$ cat src/rtl/burst_read_master.sv
module burst_read_master #(
  parameter int BUS_BYTES = 4,
  parameter int BUF_BYTES = 512
) (
  input  logic                             clk,
  input  logic                             rst,
  input  logic                             buf_free,
  input  logic                             eod,
  input  logic [8*BUS_BYTES-1:0]           rd_data,
  output logic                             rd_strobe,
  output logic                             wr_en,
  output logic [$clog2(BUF_BYTES/BUS_BYTES)-1:0] wr_addr,
  output logic [8*BUS_BYTES-1:0]           wr_data,
  output logic                             commit_full,
  output logic                             short_commit,
  output logic [$clog2(BUF_BYTES+1)-1:0]   short_bytes
);
  localparam int WORDS = BUF_BYTES / BUS_BYTES;
  localparam int CW    = $clog2(WORDS);
  localparam int BW    = $clog2(BUF_BYTES + 1);
  localparam logic [CW-1:0] LAST = CW'(WORDS - 1);

  typedef enum logic [1:0] {S_IDLE, S_DATA, S_SHORT} state_t;

  state_t        state;
  logic [CW-1:0] cnt;
  logic          hit;

  assign hit          = (cnt == '0);
  assign rd_strobe    = (state == S_DATA);
  assign wr_en        = rd_strobe && (hit || !eod);
  assign wr_addr      = LAST - cnt;
  assign wr_data      = rd_data;
  assign short_commit = (state == S_SHORT);

  always_ff @(posedge clk) begin
    if (rst) begin
      state       <= S_IDLE;
      cnt         <= '0;
      commit_full <= 1'b0;
      short_bytes <= '0;
    end else begin
      commit_full <= 1'b0;
      case (state)
        S_IDLE: if (buf_free) begin
          state <= S_DATA;
          cnt   <= LAST;
        end
        S_DATA: begin
          if (hit) begin
            state       <= S_IDLE;
            commit_full <= 1'b1;
          end else if (eod) begin
            state       <= S_SHORT;
            short_bytes <= BW'(wr_addr) * BW'(BUS_BYTES);
          end else begin
            cnt <= cnt - 1'b1;
          end
        end
        default: state <= S_IDLE;
      endcase
    end
  end

  a_r2_start_needs_free: assert property (@(posedge clk) disable iff (rst)
    $rose(rd_strobe) |-> $past(buf_free));

  a_r3_addr_steps: assert property (@(posedge clk) disable iff (rst)
    (rd_strobe && $past(rd_strobe) && $past(wr_en) && wr_en) |-> wr_addr == $past(wr_addr) + 1'b1);

  a_r4_commit_after_last: assert property (@(posedge clk) disable iff (rst)
    commit_full |-> ($past(wr_en) && $past(wr_addr) == LAST && !rd_strobe));

  a_r6_pulses_exclusive: assert property (@(posedge clk) disable iff (rst)
    !(commit_full && short_commit));

  a_r8_short_one_cycle: assert property (@(posedge clk) disable iff (rst)
    short_commit |=> (!short_commit && !rd_strobe));
endmodule

$ cat config.mk
export PLATFORM = sky130hd
export DESIGN_NAME = burst_read_master
export DESIGN_NICKNAME = d
export VERILOG_FILES = /design/src/rtl/burst_read_master.sv
export SDC_FILE = /design/constraint.sdc
export NUM_CORES = 1
export LEC_CHECK = 0
export ABC_AREA = 1
export BUFFER_PORTS_ARGS = -buffer_cell sky130_fd_sc_hd__buf_2
export CORE_MARGIN = 4
export CORE_UTILIZATION = 42
export CTS_CLUSTER_SIZE = 20
export DETAILED_ROUTE_END_ITERATION = 16
export PLACE_DENSITY_LB_ADDON = 0.08
export RECOVER_POWER = 100
export SLEW_MARGIN = 25
export SYNTH_ARGS = -nofsm -noshare
export SYNTH_HDL_FRONTEND = slang
export SYNTH_SLANG_ARGS = --single-unit
export TNS_END_PERCENT = 100
$ cat constraint.sdc
create_clock -name clk -period 3.5 [get_ports clk]
set_input_delay 0.175 -clock clk [delete_from_list [all_inputs] [get_ports clk]]
set_output_delay 0.175 -clock clk [all_outputs]
set_load 0.02 [all_outputs]
# Word-level counts from Yosys, hierarchy flattened
# Cells that the tools add are included.
[op_classes] add_sub_neg=2 mux=9 n_eq_ne=6 reduce_logical=10 bitwise=2
[op_table] op="$mux 7" count=3
[op_table] op="$pmux 7 s2" count=1
[op_table] op="$logic_not 7->1" count=1
[op_table] op="$sub 7x1->7 const B" count=1
[op_table] op="$sub 7x7->7 const A" count=1
[op_table] op="$mux 2" count=3
[op_table] op="$ne 2x2->1 const B" count=3
[op_table] op="$pmux 2 s2" count=1
[op_table] op="$reduce_and 4->1" count=1
[op_table] op="$ne 3x2->1 const B" count=1
[op_table] op="$reduce_and 3->1" count=1
[op_table] op="$eq 2x1->1 const B" count=1
[op_table] op="$eq 2x2->1 const B" count=1
[op_table] op="$logic_not 2->1" count=1
[op_table] op="$not 1->1" count=2
[op_table] op="$reduce_and 2->1" count=1
[op_table] op="$reduce_bool 2->1" count=1
[op_table] op="$reduce_or 2->1" count=1
[op_table] op="$logic_and 1x1->1" count=1
[op_table] op="$logic_not 1->1" count=1
[op_table] op="$logic_or 1x1->1" count=1
[op_table] op="$mux 1" count=1
[totals] output_inout_bits=53 ff_bits=17

# Logic depth before layout (Yosys ltp)
# Gate-level depths: netlist of the first run.
[depth] word_depth=4 depth_mapped=9 depth_no_buf=9

# Worst setup path before layout of the first run
# No wires, ideal clock.
[synth_path] path_kind="reg2out" from="register cnt[0]" to="output wr_en" required_time_ns=3.325 arrival_ns=1.555 path_buffers=1 path_slack_ns=1.770 path_stages_with_launch=8 path_cell_list="dfxtp_1 -> inv_1 -> ha_1 -> inv_1 -> nor2_1 -> nand2_2 -> buf_6 -> o21ai_0"
[synth_via] elab_chain_len=3
[synth_rtl] element="from (decl)" line="26" source="logic [CW-1:0] cnt;"
[synth_rtl] element="from (signal assigned)" line="57" source="cnt <= cnt - 1'b1;"
[synth_rtl] element="$logic_not 7->1" line="29" source="assign hit = (cnt == '0);"
[synth_rtl] element="$logic_or 1x1->1" line="31" source="assign wr_en = rd_strobe && (hit || !eod);"
[synth_rtl] element="$logic_and 1x1->1" line="31"
[synth_rtl] element="to (decl)" line="11" source="output logic wr_en,"
# Every way passes these cells.

# Final worst setup path of the first run
# Same ends and word-level chain as after synthesis.

==> results of run 1 <==
[path summary, 6_finish.rpt]
kind	start	endpoint	slack, ns	cells past startpoint
min reg2reg	short_bytes[7]$_SDFFE_PP0P_	short_bytes[7]$_SDFFE_PP0P_	0.47	2
max reg2reg	cnt[0]$_SDFFE_PP0P_	cnt[3]$_SDFFE_PP0P_	1.91	8
min	rst	short_bytes[6]$_SDFFE_PP0P_	0.18	2
max	cnt[0]$_SDFFE_PP0P_	wr_en	1.50	7
[state kept, by name, indices dropped and copies added (netlist names)]
register and count:
short_bytes 7, cnt 7, state 2, commit_full 1
[power by group through the flow]
stage	clock network, mW	logic (mW)	registers (mW)
after floorplan	0	0.170	0.232
after global placement	0	0.158	0.227
after detailed placement	0	0.157	0.227
after CTS	0.115	0.158	0.223
after global routing	0.123	0.168	0.226
final	0.106	0.147	0.223
[metal layers]
metal | up-vias | global-route usage [%] | part of all wire (%)
met3 | 18 | 3.27 | 7.8
met2 | 31 | 20.7 | 46
met4 | 0 | 8.41 | 2.3
met1 | 362 | 18.2 | 44
met5 | - | 0 | 0
li1 | 423 | - | -
[cell usage after synthesis, types with 2 or more instances]
| cell | n |
|---|---|
| nand2_2 | 2 |
| nor2_1 | 18 |
| nand2_4 | 2 |
| dfxtp_1 | 17 |
| o21ai_0 | 7 |
| a21oi_1 | 8 |
| nand3_1 | 12 |
| ha_1 | 2 |
| inv_1 | 12 |
| inv_2 | 4 |
| nand2_1 | 26 |
| buf_4 | 35 |
[cells by family (layout without fill, tap and decap cells)]
group / after synthesis / after routing / share of synthesized area (%)
and+or+nand+nor: 65 / 65 / 27.9
buffers and inverters: 53 / 41 / 30.5
DFF: 17 / 17 / 30.7
AOI/OAI and AO/OA: 16 / 16 / 7.56
adders and majority gates: 2 / 2 / 2.26
other: 1 / 3 / 0.338
xor gates and xnor gates: 1 / 1 / 0.790
[area by class of cell]
cell class / instances / area share, %
Multi-Input combinational cell: 87 / 43.4
Sequential cell: 17 / 35.1
Timing Repair Buffer: 21 / 8.53
Inverter: 16 / 6.20
Tap cell: 30 / 3.88
Clock buffer: 3 / 2.33
Clock inverter: 1 / 0.517
==> results.yml, run 1 <==
status:
  status: "finished clean"
grt:
  gr-usage-all-layers_pct: 14.0
  grt-ovfl-total: 0
  antenna_found_initial: 0
  grt_start_max_net_pins: 12
  grt_pass1_vias: 824
  grt_first_pass_wirelength_mm: 3.79
drt:
  ant_nets: 0
  drt-wirelength-per-cell_um: 12.5
  vias_per_cell: 4.77
  drc: 0
  drt_iter0_markers: 8
  drt-total-wl_mm: 2.19
  dr.pass1.iters: 4
  vias: 834
yosys:
  synth_seq_cells: 17
  synth-async-reset-ratio_pct: 0
  ys_seq_area_share_pct: 30.7
  syn_area_per_cell_um2: 7.15
  ys_top_cells_by_area: "dfxtp_1 31%, buf_4 24%, nand2_1 8.8%"
  synth_flop_cell: "dfxtp_1"
  synth_edf_count: 0
  synth_cells: 155
  synth_top_area_share_pct: 30.7
  synth_area_mm2: 0.00111
  synth_top_area_cell: "dfxtp_1"
  yosys_warnings: 0
  synth_cell_types: 22
sta:
  worst_slack_ns: 1.50
  rsz0062_at_grt: "no"
  fin_crit_sh_pct: 57.1
  final-hold-violation-count: 0
  fin_hold_ws_ns: 0.182
  clock_skew_ns: 0.00148
  max_freq_ghz: 0.500
  setup_viol: 0
  drv_slew: 0
  fin_crit_ns: 2.00
  finalSetupTns_ns: 0
clock_network:
  clk_latency_ns: 0.29
  path_clk_slew_ns: 0.10
  cts_buffers: 3
  cts_resized: 0
  cts.sinks: 17
  hold_buffers: 0
  tritoncts: "yes"
  htree_levels: 1
  postCtsSetupBuffers: 0
  clockRootBuffer: "clkbuf_4"
  cts_buffer_depth: 2
setup_path:
  max_stage_delay_ns: 0.31
  worstPathArrival_ns: 1.82
  critPathTopFamily: "buffers and inverters"
  crit_chain: "inv_1, ha_1, inv_1, nor2_1, nand2_1, o21ai_0, clkbuf_1"
  cp-start-kind: "register"
  cp-end-kind: "output port"
  crit_type: "register to output port"
  path_buf_inv: 3
  cp_max_fo: 11
  crit_slowest_cell: "dfxtp_1"
  crit_top_cell: "inv_1"
  worstPathRequired_ns: 3.32
final_layout:
  drive_gt1_share_pct: 11.0
  seq_area_um2: 340
  stdcell_count: 175
  design_area_um2: 968
  final_common_cell: "nand2_1"
  final_core_util_pct: 38.7
  layout_common_cells: "29 x nand2_1, 18 x nor2_1, 18 x clkbuf_1"
  finalNetCount: 184
  area_growth_pct: -12.6
  diodes: 0
  multi_input_area_um2: 420
  n_fill_cell: 287
pwr:
  ir_worst_vdd_mv: 0.182
  p_int_uw: 294
  powerDensity_mw_per_mm2: 491
  combPwrFrac_pct: 30.8
  p_total_uw: 476
  swShare_pct: 38.1
  p_seq_share_pct: 46.9
  leakage_nw: 0.445
  p_sw_uw: 182
  pwr-share-clk_pct: 22.3
floorplanning:
  rows: 18
  core_mm2: 0.00250
  die_area_mm2: 0.00353
  start_util_pct: 44.3
  die_w_um: 59.4
  io_pins: 89
  fp.dieH_um: 59.4
place:
  hpwl_mm: 1.74
  pre_cts_ws_ns: 1.96
  port-buffer-count: 21
  place_inst: 171
  place_area_um2: 981
  gp_congestion: 0.779
job:
  maxCapViolations: 0
hold_path:
  hp-class: "primary input to register"
(Power assumes the default switching activity.)
==> run 2, diff against run 1 <==
CORE_UTILIZATION = 35   (was 42)
clock period = 1.6 ns   (was 3.5 ns; I/O delays follow)
==> run 2 against run 1 <==
Register-to-register slack got worse by 1.8 ns. Critical endpoint unchanged. Critical path type unchanged. Highest routed layer unchanged. Power rose by 120%. Design area rose by 4.8%. Largest cell class unchanged. Clock power rose by 130%. Combinational power rose by 130%. Worst setup slack got worse by 1.4 ns.
==> results.yml, run 2 (synthesized netlist as in run 1, its figures left out) <==
status:
  status: "finished clean"
pwr:
  p_int_uw: 657
  p_seq_share_pct: 45.7
  ir_worst_vdd_mv: 0.408
  swShare_pct: 38.6
  p_sw_uw: 414
  p_total_mw: 1.07
  combPwrFrac_pct: 31.9
  pwr-share-clk_pct: 22.4
  powerDensity_mw_per_mm2: 1050
  leakage_nw: 0.459
sta:
  finalSetupTns_ns: 0
  clock_skew_ns: 0.000840
  fin_crit_ns: 1.45
  drv_slew: 0
  fin_crit_sh_pct: 90.7
  setup_viol: 0
  rsz0062_at_grt: "no"
  max_freq_ghz: 0.689
  worst_slack_ns: 0.148
  fin_hold_ws_ns: 0.0800
  final-hold-violation-count: 0
clock_network:
  path_clk_slew_ns: 0.10
  htree_levels: 1
  clk_latency_ns: 0.29
  cts_buffers: 3
  clockRootBuffer: "clkbuf_4"
  tritoncts: "yes"
  cts_buffer_depth: 2
  cts.sinks: 17
final_layout:
  drive_gt1_share_pct: 15.6
  seq_area_um2: 340
  multi_input_area_um2: 430
  diodes: 0
  design_area_mm2: 0.00101
  reg_top3: "cnt: 7 flops, short_bytes: 7 flops, state: 2 flops"
  final_core_util_pct: 33.2
  final_common_cell: "nand2_1"
  layout_common_cells: "28 x nand2_1, 17 x nor2_1, 17 x dfxtp_1, 17 x clkbuf_1"
  finalNetCount: 186
  area_growth_pct: -8.47
  n_fill_cell: 375
  stdcell_count: 191
floorplanning:
  start_util_pct: 36.3
  rows: 20
  die_area_mm2: 0.00413
  core_mm2: 0.00305
  die_w_um: 64.3
  fp.dieH_um: 64.3
  io_pins: 89
grt:
  grt_pass1_vias: 840
  grt_start_max_net_pins: 12
  top_usage_layer: "met2"
  antenna_found_initial: 0
  gr-usage-all-layers_pct: 11.8
  grtUsageMet2_pct: 18.3
  use_met1_pct: 13.5
  grt_first_pass_wirelength_mm: 3.85
  grt-ovfl-total: 0
  grt_use_met3_pct: 3.69
setup_path:
  cp-start-kind: "register"
  cp-end-kind: "output port"
  worstPathArrival_ns: 1.37
  worstPathRequired_ns: 1.52
  r2r_cells: 9
  cp_max_fo: 7
  crit_type: "register to output port"
drt:
  vias: 833
  ant_nets: 0
  drt-total-wl_mm: 2.32
  drt-wirelength-per-cell_um: 12.2
  vias_per_cell: 4.36
  dr.pass1.iters: 4
  drc: 0
  drt_iter0_markers: 38
place:
  gp_congestion: 0.728
  hpwl_mm: 1.83
  pre_cts_ws_ns: 0.107
  place_area_mm2: 0.00101
  place_inst: 186
  port-buffer-count: 21
job:
  maxCapViolations: 0
hold_path:
  min_path_cells: 2
  hp-class: "primary input to register"
[run 2: cell types whose count changed in the layout (fill, tap and decap cells not counted), sizes merged]
cell	delta
clkbuf	-1
buf	+3
[run 2: what timing repair did]
| item | in CTS | in global routing |
|---|---|---|
| pin swaps | 1 | 0 |
| setup buffers | 1 | 0 |
| setup endpoints to repair | 1 | 6 |
| hold buffers | 0 | 0 |
| gates resized for setup | 0 | 4 |
[run 2: path summary, 6_finish.rpt]
| check | end | slack, ns | startpoint |
|---|---|---|---|
| worst max register to register | cnt[6]$_SDFFE_PP0P_ | 0.16 | cnt[0]$_SDFFE_PP0P_ |
| worst max-delay path | wr_en | 0.15 | cnt[0]$_SDFFE_PP0P_ |
| worst min register to register | short_bytes[2]$_SDFFE_PP0P_ | 0.47 | short_bytes[2]$_SDFFE_PP0P_ |
| worst min-delay path | short_bytes[6]$_SDFFE_PP0P_ | 0.08 | rst |
[run 2: routing by layer]
layer | share of wire, % | up-vias
li1 | - | 427
met1 | 42 | 354
met2 | 45 | 31
met3 | 8.5 | 21
met4 | 4.3 | 0
met5 | 0 | -
[run 2: worst max-delay path, cell delays in order, from the launching register on]
cell and delay, ns:
dfxtp_1 0.32, inv_2 0.10, ha_1 0.15, inv_1 0.04, nor2_2 0.11, nand2_2 0.06, o21ai_1 0.12, buf_4 0.16
[run 2: cell type report]
cell class              instances  share of cell area, %
multi-input cells              87                   42.4
flip-flops and latches         17                   33.5
repair buffers                 23                   9.99
inverters                      16                   5.92
well taps                      44                   5.43
clock buffers                   3                   2.22
clock inverters                 1                  0.493
[run 2: power groups by stage]
stage	Clock (mW)	Combinational (mW)	Sequential (mW)
floorplan	0	0.372	0.506
global placement	0	0.354	0.497
detailed placement	0	0.350	0.497
CTS	0.247	0.358	0.488
global route	0.280	0.387	0.494
finish	0.240	0.342	0.489
